--- config.mk ---
export PLATFORM = sky130hd
export DESIGN_NAME = pit_timer
export DESIGN_NICKNAME = d
export VERILOG_FILES = /design/src/rtl/pit_pkg.sv /design/src/rtl/pit_src_mux.sv /design/src/rtl/pit_prescaler.sv /design/src/rtl/pit_holdoff.sv /design/src/rtl/pit_counter.sv /design/src/rtl/pit_timer.sv
export SDC_FILE = /design/constraint.sdc
export NUM_CORES = 1
export LEC_CHECK = 0
export CAP_MARGIN = 0
export CELL_PAD_IN_SITES_DETAIL_PLACEMENT = 0
export CELL_PAD_IN_SITES_GLOBAL_PLACEMENT = 1
export CORE_AREA = 3 3 101 103
export DETAILED_ROUTE_END_ITERATION = 10
export DIE_AREA = 0 0 104 106
export PLACE_DENSITY = 0.77
export SYNTH_ARGS = -nofsm -noshare
export SYNTH_HDL_FRONTEND = slang
export SYNTH_SLANG_ARGS = --single-unit
--- constraint.sdc ---
create_clock -name clk -period 2.5 [get_ports clk]
set_input_delay 0.625 -clock clk [delete_from_list [all_inputs] [get_ports clk]]
set_output_delay 0.625 -clock clk [all_outputs]
set_load 0.005 [all_outputs]
--- src/rtl/pit_pkg.sv ---
package pit_pkg;

   typedef enum logic [1:0] {
      SRC_LOW  = 2'b00,
      SRC_MAIN = 2'b01,
      SRC_EXT  = 2'b10,
      SRC_OFF  = 2'b11
   } pit_src_e;

   localparam int unsigned EN_POS  = 0;
   localparam int unsigned RLD_POS = 1;
   localparam int unsigned SRC_POS = 2;
   localparam int unsigned PSC_POS = 4;
   localparam int unsigned N_SRC   = 4;

endpackage

--- src/rtl/pit_src_mux.sv ---
module pit_src_mux
   import pit_pkg::*;
(
   input  pit_src_e sel_i,
   input  logic     lo_i,
   input  logic     main_i,
   input  logic     ext_i,
   output logic     tick_o,
   output logic     up_mode_o
);

   logic [N_SRC-1:0] cand;

   for (genvar g = 0; g < N_SRC; g++) begin : g_cand
      if (g == int'(SRC_LOW)) begin : g_lo
         assign cand[g] = lo_i;
      end else if (g == int'(SRC_MAIN)) begin : g_main
         assign cand[g] = main_i;
      end else if (g == int'(SRC_EXT)) begin : g_ext
         assign cand[g] = ext_i;
      end else begin : g_off
         assign cand[g] = 1'b0;
      end
   end

   assign tick_o    = cand[sel_i];
   assign up_mode_o = (sel_i == SRC_EXT);

endmodule

--- src/rtl/pit_prescaler.sv ---
module pit_prescaler #(
   parameter int unsigned PSC_W = 3
) (
   input  logic             clk,
   input  logic             rst_n,
   input  logic             clr_i,
   input  logic             tick_i,
   input  logic [PSC_W-1:0] psc_i,
   output logic             tick_o
);

   localparam int unsigned DIV_W = (1 << PSC_W) - 1;

   if (PSC_W < 1 || PSC_W > 5) begin : g_bad_psc
      $error("pit_prescaler: PSC_W must lie in 1..5");
   end

   logic [DIV_W-1:0] div_q;
   logic [DIV_W-1:0] lim;

   assign lim    = DIV_W'((32'd1 << psc_i) - 32'd1);
   assign tick_o = tick_i && (div_q >= lim);

   always_ff @(posedge clk or negedge rst_n) begin
      if (!rst_n) begin
         div_q <= '0;
      end else if (clr_i) begin
         div_q <= '0;
      end else if (tick_i) begin
         div_q <= tick_o ? '0 : div_q + 1'b1;
      end
   end

endmodule

--- src/rtl/pit_holdoff.sv ---
module pit_holdoff #(
   parameter int unsigned HOLD_TICKS = 2
) (
   input  logic clk,
   input  logic rst_n,
   input  logic arm_i,
   input  logic tick_i,
   output logic ready_o
);

   localparam int unsigned HW = $clog2(HOLD_TICKS + 1);

   if (HOLD_TICKS < 1) begin : g_bad_hold
      $error("pit_holdoff: HOLD_TICKS must be at least 1");
   end

   logic [HW-1:0] gap_q;

   assign ready_o = (gap_q == HW'(HOLD_TICKS));

   always_ff @(posedge clk or negedge rst_n) begin
      if (!rst_n) begin
         gap_q <= HW'(HOLD_TICKS);
      end else if (arm_i) begin
         gap_q <= '0;
      end else if (tick_i && !ready_o) begin
         gap_q <= gap_q + 1'b1;
      end
   end

endmodule

--- src/rtl/pit_counter.sv ---
module pit_counter #(
   parameter int unsigned CNT_W = 16
) (
   input  logic             clk,
   input  logic             rst_n,
   input  logic             load_i,
   input  logic [CNT_W-1:0] load_val_i,
   input  logic             step_i,
   input  logic             up_i,
   output logic [CNT_W-1:0] cnt_o,
   output logic             last_o
);

   logic [CNT_W-1:0] cnt_q;

   assign cnt_o  = cnt_q;
   assign last_o = (cnt_q[CNT_W-1:1] == '0);

   always_ff @(posedge clk or negedge rst_n) begin
      if (!rst_n) begin
         cnt_q <= '0;
      end else if (load_i) begin
         cnt_q <= load_val_i;
      end else if (step_i) begin
         if (up_i) begin
            cnt_q <= cnt_q + 1'b1;
         end else if (last_o) begin
            cnt_q <= '0;
         end else begin
            cnt_q <= cnt_q - 1'b1;
         end
      end
   end

endmodule

--- src/rtl/pit_timer.sv ---
module pit_timer
   import pit_pkg::*;
#(
   parameter int unsigned CNT_W      = 16,
   parameter int unsigned PSC_W      = 3,
   parameter int unsigned HOLD_TICKS = 2
) (
   input  logic             clk,
   input  logic             rst_n,
   input  logic             lo_tick_i,
   input  logic             main_tick_i,
   input  logic             ext_tick_i,
   input  logic             ctl_wr_i,
   input  logic [PSC_W+3:0] ctl_wdata_i,
   input  logic             ival_wr_i,
   input  logic [CNT_W-1:0] ival_wdata_i,
   output logic [PSC_W+3:0] ctl_o,
   output logic [CNT_W-1:0] ival_o,
   output logic [CNT_W-1:0] count_o,
   output logic             expire_o
);

   localparam int unsigned CTL_W = PSC_W + 4;

   if (CNT_W < 2 || CNT_W > 32) begin : g_bad_cnt
      $error("pit_timer: CNT_W must lie in 2..32");
   end

   logic             en_q;
   logic             rld_q;
   pit_src_e         src_q;
   logic [PSC_W-1:0] psc_q;
   logic [CNT_W-1:0] ival_q;
   logic             run_q;
   logic             armed_q;
   logic             expire_q;

   logic             src_tick;
   logic             up_mode;
   logic             pre_tick;
   logic             hold_ready;
   logic             active;
   logic             start;
   logic             load;
   logic             step;
   logic             fire;
   logic             cnt_last;
   logic             disable_ev;
   logic [CNT_W-1:0] load_val;

   assign active     = run_q & en_q;
   assign start      = en_q & ~run_q & hold_ready;
   assign load       = (start & (~armed_q | rld_q)) | (active & rld_q);
   assign step       = active & pre_tick & ~load;
   assign fire       = step & ~up_mode & cnt_last;
   assign disable_ev = ctl_wr_i & ~ctl_wdata_i[EN_POS] & en_q;
   assign load_val   = up_mode ? '0 : ival_q;

   pit_src_mux u_mux (
      .sel_i     (src_q),
      .lo_i      (lo_tick_i),
      .main_i    (main_tick_i),
      .ext_i     (ext_tick_i),
      .tick_o    (src_tick),
      .up_mode_o (up_mode)
   );

   pit_prescaler #(.PSC_W(PSC_W)) u_psc (
      .clk    (clk),
      .rst_n  (rst_n),
      .clr_i  (start | (active & rld_q)),
      .tick_i (src_tick),
      .psc_i  (psc_q),
      .tick_o (pre_tick)
   );

   pit_holdoff #(.HOLD_TICKS(HOLD_TICKS)) u_hold (
      .clk     (clk),
      .rst_n   (rst_n),
      .arm_i   (disable_ev),
      .tick_i  (pre_tick & ~active),
      .ready_o (hold_ready)
   );

   pit_counter #(.CNT_W(CNT_W)) u_cnt (
      .clk        (clk),
      .rst_n      (rst_n),
      .load_i     (load),
      .load_val_i (load_val),
      .step_i     (step),
      .up_i       (up_mode),
      .cnt_o      (count_o),
      .last_o     (cnt_last)
   );

   // control word
   always_ff @(posedge clk or negedge rst_n) begin
      if (!rst_n) begin
         en_q  <= 1'b0;
         rld_q <= 1'b0;
         src_q <= SRC_MAIN;
         psc_q <= '0;
      end else if (ctl_wr_i) begin
         en_q  <= ctl_wdata_i[EN_POS];
         rld_q <= ctl_wdata_i[RLD_POS];
         src_q <= pit_src_e'(ctl_wdata_i[SRC_POS +: 2]);
         psc_q <= ctl_wdata_i[PSC_POS +: PSC_W];
      end else begin
         if (fire) en_q  <= 1'b0;
         if (load) rld_q <= 1'b0;
      end
   end

   always_ff @(posedge clk or negedge rst_n) begin
      if (!rst_n) begin
         ival_q <= '0;
      end else if (ival_wr_i) begin
         ival_q <= ival_wdata_i;
      end
   end

   // run state
   always_ff @(posedge clk or negedge rst_n) begin
      if (!rst_n) begin
         run_q    <= 1'b0;
         armed_q  <= 1'b0;
         expire_q <= 1'b0;
      end else begin
         run_q    <= (run_q | start) & en_q & ~fire;
         expire_q <= fire;
         if (fire) begin
            armed_q <= 1'b0;
         end else if (start) begin
            armed_q <= 1'b1;
         end
      end
   end

   always_comb begin
      ctl_o                     = '0;
      ctl_o[EN_POS]             = en_q;
      ctl_o[RLD_POS]            = rld_q;
      ctl_o[SRC_POS +: 2]       = src_q;
      ctl_o[PSC_POS +: PSC_W]   = psc_q;
   end

   assign ival_o   = ival_q;
   assign expire_o = expire_q;

   if (CTL_W != PSC_POS + PSC_W) begin : g_bad_layout
      $error("pit_timer: control layout mismatch");
   end

endmodule

==> results.md, run 1 <==
* Num rows at 35
* FF+latch count, synth at 51
* Sink Count at 51
* Diodes inserted at 0
* Worst r2r path cells at 10
* I/O Buffers at 69
* Antenna violations before repair at 0
* Core Region at 9280 sq um
* Worst Path Required at 2.70 ns
* Post-DP HPWL at 6600 microns
* Worst Tran Pin Value at 0.583 ns
* Clock Tree Root: clkbuf_8
* R2R Path Start: psc_q[1]
* Crit Path Class: flip-flop to flip-flop
* Power Dens Cells at 869 nW/um^2
* RSZ-0062 raised after global routing: true
* Area share of the largest cell type after synthesis at 0.379
* HP Class: input port to async pin
* Setup-failing EPs final at 0
* Initial DRC count at 235
* Finished Layout Cells at 545
* Capturing point of the worst reg2reg path: u_cnt.cnt_o[7]
* Final Cell Area at 4250 sq um
* Mapped Cells at 337
* Via density at 5.51
* FFs w/ async S/R, synth at 1.00
* Aggregate global routing overflow at 0
* Post-detailed-placement cell area at 4120 sq um
* Fmax at 415 MHz
* Leak at 0.00175 uW
* GP Congestion at 0.868
* Post-CTS Hold Buffers at 0
* Synth unique cells at 58
* Kind of end point of the critical path: flip-flop
* All-Layer GR Usage at 0.163
* Crit start category: flip-flop
* CTS Buf Count at 5
* Part of the cycle the worst path needs at 0.964
* Y dimension of the die at 106 microns
* Post-synthesis cell area at 3240 sq um
* Final min period at 2.41 ns
* Reg clk slew, reported paths at 0.10 ns
* # nets final at 456
* WP data arrival at 2.61 ns
* I/O pin count at 70
* Area growth from synthesis to final layout at 31.3%
* Routed WL at 8950 microns
* WL per Instance at 16.4 microns
* DRT Pass-1 Iters at 5
* Sequential share of the synthesized area at 0.395
* Die ar. at 11000 sq um
* Clock tree from TritonCTS: built
* Largest net degree at the start of global routing at 27
* Final hold vios at 0
* Global-route wire length before repair at 14900 microns
* Status: complete, no violations
* EDFF count, synth at 0
* Synth warn at 0
* Clk buf depth at 2
* Horiz. Die Dim at 104 microns
* Syn Area/Cell at 9.60 sq um
* Crit path max fanout at 10
* Number of global-route vias before repair at 2893
* Latest clock arrival within the worst-skew pair at 0.31 ns
* Peak VDD IR at 0.321 mV
* Synth Net Count at 378
* Worst reg-to-reg setup slack at 0.09 ns
* Worst Clk Skew at 0.0111 ns
* Residual DRC at 0
* Fin util at 0.458
* Share of layout cells above drive strength 1 at 0.183
* Top FF cell, synth: dfrtp_1
* Filler instances at 931
* MaxCap Viol Count at 0
* Count of final max-slew check failures at 0
* Vias at 3002
* Placed Cells at 535
* Antenna Nets Post-Route at 0
* Yosys top cell by area: dfrtp_1
* H-tree depth at 2
* Synth area leaders: dfrtp_1 38%, mux2_2 7.0%, ha_1 4.3%
* Slew HR at 0.608
* Initial Util at 0.349
==> cell usage in the layout (no fill, tap or decap), types with 3 or more instances in the layout <==
master / Yosys / final
clkdlybuf4s50_1: 0 / 68
dfrtp_1: 49 / 49
nor2_1: 31 / 31
buf_4: 5 / 26
nand2_1: 24 / 24
mux2_2: 20 / 20
nand3_1: 17 / 16
a21oi_1: 14 / 14
o21ai_0: 12 / 12
a22oi_1: 12 / 12
ha_1: 11 / 11
nor3_1: 10 / 10
inv_1: 7 / 7
a221o_1: 7 / 7
nand4_1: 7 / 7
clkbuf_8: 0 / 7
nor2b_1: 6 / 6
xor2_1: 6 / 6
a211oi_1: 7 / 6
o21ai_1: 4 / 4
nand2b_1: 4 / 4
and3_1: 5 / 4
and3_2: 3 / 4
or3_1: 3 / 3
a221oi_1: 3 / 3
a31oi_1: 3 / 3
o221ai_1: 3 / 3
==> critical path, cell delays in order (launching register included) <==
cell      delay [ns]
dfrtp_1         0.41
buf_4           0.16
a21oi_1         0.12
ha_1            0.27
a211oi_2        0.22
o21ai_1         0.12
a221o_1         0.41
nand3_2         0.10
buf_6           0.15
a211oi_1        0.06
a221o_1         0.28
==> logic make-up after synthesis <==
| family | after synthesis | share of synthesized area |
|---|---|---|
| multiplexers | 22 | 0.0758 |
| flip-flops | 51 | 0.395 |
| adder cells (fa/ha/maj) | 11 | 0.0425 |
| AO/OA/AOI/OAI | 89 | 0.200 |
| buffers and inverters | 33 | 0.0623 |
| XOR/XNOR | 8 | 0.0217 |
| AND/OR/NAND/NOR | 123 | 0.202 |
==> registers in the layout, summed over array words and instances, names as in the netlist <==
signal,count
src_q,2
ival_o,16
psc_q,3
expire_o,1
u_cnt.cnt_o,16
u_hold.gap_q,2
u_psc.div_q,7
armed_q,1
en_q,1
run_q,1
rld_q,1
==> Yosys cell counts (all sizes together), types with 5 or more instances <==
cell type and count:
nor4 5, nand2 24, o21ai 16, a21oi 16
ha 11, a22oi 12, nor3 10, nand4 7
nand3 17, dfrtp 49, a211oi 7, mux2 20
a221o 7, nor2b 6, nor2 31, clkbuf 9
inv 7, xor2 6, and3 8, buf 17
==> metrics by stage <==
stage          setup TNS [ns]  hold slack [ns]  power, uW  setup slack, ns
3_3_place_gp                0            0.459       3120            0.102
6_report                    0            0.131       3690           0.0906
2_1_floorplan               0            0.329       2440            0.109
3_5_place_dp                0            0.467       3140           0.0395
5_1_grt                -0.129            0.123       3980          -0.0338
4_1_cts                     0            0.126       3690           0.0217
==> worst max-delay path by stage <==
stage / start / endpoint / cells past startpoint
6_report: psc_q[1] / u_cnt.cnt_o[7] / 10
5_1_grt: psc_q[1] / u_hold.gap_q[0] / 11
4_1_cts: psc_q[1] / u_cnt.cnt_o[7] / 9
3_5_place_dp: psc_q[1] / u_cnt.cnt_o[7] / 9
3_3_place_gp: psc_q[1] / u_cnt.cnt_o[7] / 9
2_1_floorplan: psc_q[1] / u_cnt.cnt_o[9] / 9
==> power breakdown <==
group | switching [uW] | total [uW] | internal [uW]
combinational | 888 | 1830 | 939
sequential | 304 | 1330 | 1030
clock | 282 | 534 | 252
total | 1470 | 3690 | 2220
==> metal layers <==
metal	wire (microns)	vias up	part of all wire	track usage
li1	-	1422	-	-
met1	4410	1478	0.49	0.243
met2	3940	93	0.44	0.245
met3	474	9	0.053	0.0328
met4	123	0	0.014	0.0361
met5	0	-	0	0
==> timing repair <==
item / 4_1_cts / 5_1_grt
setup buffers: 0 / 2
resized for setup: 0 / 4
endpoints found under the setup margin: 0 / 19
==> final cells by class <==
type,count,area (sq um),area share
Tap cell,129,161,0.0380
Sequential cell,51,1280,0.301
Clock buffer,7,96.3,0.0227
Inverter,7,26.3,0.00618
Clock inverter,1,7.51,0.00177
Timing Repair Buffer,97,912,0.215
Multi-Input combinational cell,253,1770,0.416
No activity file was read; power rests on OpenSTA's default activity.
==> run 2: changes to the inputs <==
Settings changed: CORE_AREA 3 3 101 103 to 3 3 108 110, DIE_AREA 0 0 104 106 to 0 0 111 113, PLACE_DENSITY 0.77 to 0.68.
==> run 2 against run 1 <==
  * Global-route usage decreased by 1.5 points
  * Core utilization decreased by 6.8 points
  * Largest cell class unchanged
  * Combinational power decreased by 3%
  * Non-clock buffer count decreased by 6
  * Via count decreased by 2.9%
  * Sequential cell count unchanged
  * Worst setup slack improved by 0.020 ns
==> results.md, run 2 (synthesis gave the netlist of run 1 again) <==
* CTS Buf Count at 5 (unchanged)
* Worst Tran Pin Value at 0.633 ns (+0.0500 ns)
* Filler instances at 1101 (+18%)
* Clk buf depth at 2 (unchanged)
* H-tree depth at 2 (unchanged)
* Sink Count at 51 (unchanged)
* Routed WL at 9070 microns (+1.4%)
* Antenna Nets Post-Route at 0 (unchanged)
* Residual DRC at 0 (unchanged)
* Via density at 5.30 (-3.8%)
* Horiz. Die Dim at 111 microns (+6.7%)
* Initial Util at 0.300 (-0.0487)
* Most common cell after layout, fill and taps aside: clkdlybuf4s50_1
* Antenna violations before repair at 0 (unchanged)
* Worst Path Required at 2.68 ns (-0.02 ns)
* # nets final at 450 (-1.3%)
* Largest net degree at the start of global routing at 31 (+15%)
* Commonest non-fill, non-tap cells in the layout: 68 x clkdlybuf4s50_1, 49 x dfrtp_1, 31 x nor2_1
* Final min period at 2.39 ns (-0.0203 ns)
* Worst Clk Skew at 0.0107 ns (-0.000383 ns)
* Setup-failing EPs final at 0 (unchanged)
* Share of layout cells above drive strength 1 at 0.161 (-0.0217)
* Fmax at 419 MHz (+0.85%)
* Final hold vios at 0 (unchanged)
* Part of the cycle the worst path needs at 0.956 (-0.00814)
* Diodes inserted at 0 (unchanged)
* Setup TNS at 0 ns (unchanged)
* Aggregate global routing overflow at 0 (unchanged)
* Crit path cell chain: or3_1 -> ha_1 -> nor2b_1 -> o21ai_1 -> a221o_1 -> nand3_1 -> buf_12 -> a211oi_1 -> a221o_1
* Vias at 2915 (-2.9%)
* Num rows at 38 (+8.6%)
* Power Dens Cells at 853 nW/um^2 (-1.8%)
* Clock Tree Root: clkbuf_8
* Post-DP HPWL at 6770 microns (+2.6%)
* MaxCap Viol Count at 0 (unchanged)
* WL per Instance at 16.5 microns (+0.44%)
* Area of the multi-input gates at 1760 sq um (-0.64%)
* Total chip power at 3590 uW (-2.7%)
* Initial DRC count at 162 (-31%)
* Slowest CP cell: dfrtp_1
* Status: complete, no violations
* DRT Pass-1 Iters at 4 (-1)
* HP Class: input port to async pin
* Core Region at 10800 sq um (+16%)
* Crit Path Class: flip-flop to flip-flop
* Finished Layout Cells at 550 (+0.92%)
* WP data arrival at 2.57 ns (-0.04 ns)
* Die ar. at 12500 sq um (+14%)
* GP Congestion at 0.860 (-0.84%)
* Leak at 0.00173 uW (-1.4%)
* Y dimension of the die at 113 microns (+6.6%)
* Min Hold Slack at 0.292 ns (+0.160 ns)
* Global-route wire length before repair at 15400 microns (+3.3%)
* I/O Buffers at 69 (unchanged)
* Clock tree from TritonCTS: built
* Crit start category: flip-flop
* Cell mode on critical path: a221o_1
* Count of final max-slew check failures at 0 (unchanged)
* Seq. cell area at 1280 sq um (unchanged)
* Number of global-route vias before repair at 2953 (+2.1%)
* Area growth from synthesis to final layout at 30.1%
* All-Layer GR Usage at 0.148 (-0.0153)
* Kind of end point of the critical path: flip-flop
* Peak VDD IR at 0.273 mV (-15%)
* I/O pin count at 70 (unchanged)
* Worst path bufs/invs at 1 (-1)
* CP max stage delay at 0.42 ns (about the same)
* Latest clock arrival within the worst-skew pair at 0.30 ns (about the same)
* Family with the most delay on the worst path: compound AO/OA/AOI/OAI gates
* Placed Cells at 542 (+1.3%)
* Reg clk slew, reported paths at 0.10 ns (about the same)
* RSZ-0062 raised after global routing: true
* Crit path max fanout at 12 (+2)
* Slew HR at 0.575 (-0.0336)
* Post-CTS Setup Repair Bufs at 0 (unchanged)
## run 2: worst reg2reg max path: stages (launching register included)
cell and delay, ns:
dfrtp_1 0.42, or3_1 0.36, ha_1 0.28, nor2b_1 0.11, o21ai_1 0.08, a221o_1 0.40
nand3_1 0.14, buf_12 0.15, a211oi_1 0.06, a221o_1 0.27
## run 2: what timing repair did
action	CTS	global route
hold endpoints to repair	0	0
setup endpoints to repair	0	8
resized for setup	0	1
hold buffers	0	0
## run 2: worst paths after layout
kind | startpoint | end | slack [ns] | cells past startpoint
worst min register to register | u_hold.gap_q[1] | u_hold.gap_q[1] | 0.48 | 2
worst max-delay path | psc_q[2] | u_cnt.cnt_o[14] | 0.11 | 9
worst min-delay path | rst_n | ival_o[0] | 0.29 | 1
max in group asynchronous | rst_n | u_hold.gap_q[1] | 1.60 | 2
min in group clk | u_hold.gap_q[1] | u_hold.gap_q[1] | 0.48 | 2
worst max register to register | psc_q[2] | u_cnt.cnt_o[14] | 0.11 | 9
## run 2: power breakdown
part / switching [uW] / total (uW) / internal, uW
registers: 314 / 1340 / 1030
clock network: 274 / 472 / 198
logic: 869 / 1780 / 909
total: 1460 / 3590 / 2130
## run 2: routing by layer
layer  track usage  vias up  wire length, microns
met2         0.230       76                  4120
met5             0        -                     0
met3        0.0225        5                   425
li1              -     1403                     -
met4        0.0287        0                    55
met1         0.220     1431                  4460
## run 2: final cells by class
cell class                      count  share of cell area
Sequential cell                    51               0.304
Clock inverter                      2             0.00327
Clock buffer                        6              0.0172
Timing Repair Buffer               91               0.211
Multi-Input combinational cell    253               0.417
Inverter                            7             0.00624
Tap cell                          140              0.0416
## run 2: stage by stage
| step | utilization | instance area [sq um] | setup WS, ns |
|---|---|---|---|
| floorplan | - | 3240 | 0.109 |
| global route | 0.390 | 4210 | -0.0163 |
| global placement | 0.382 | 4120 | 0.133 |
| CTS | 0.390 | 4210 | 0.0641 |
| detailed placement | 0.382 | 4120 | 0.0863 |
| finish | 0.390 | 4210 | 0.111 |
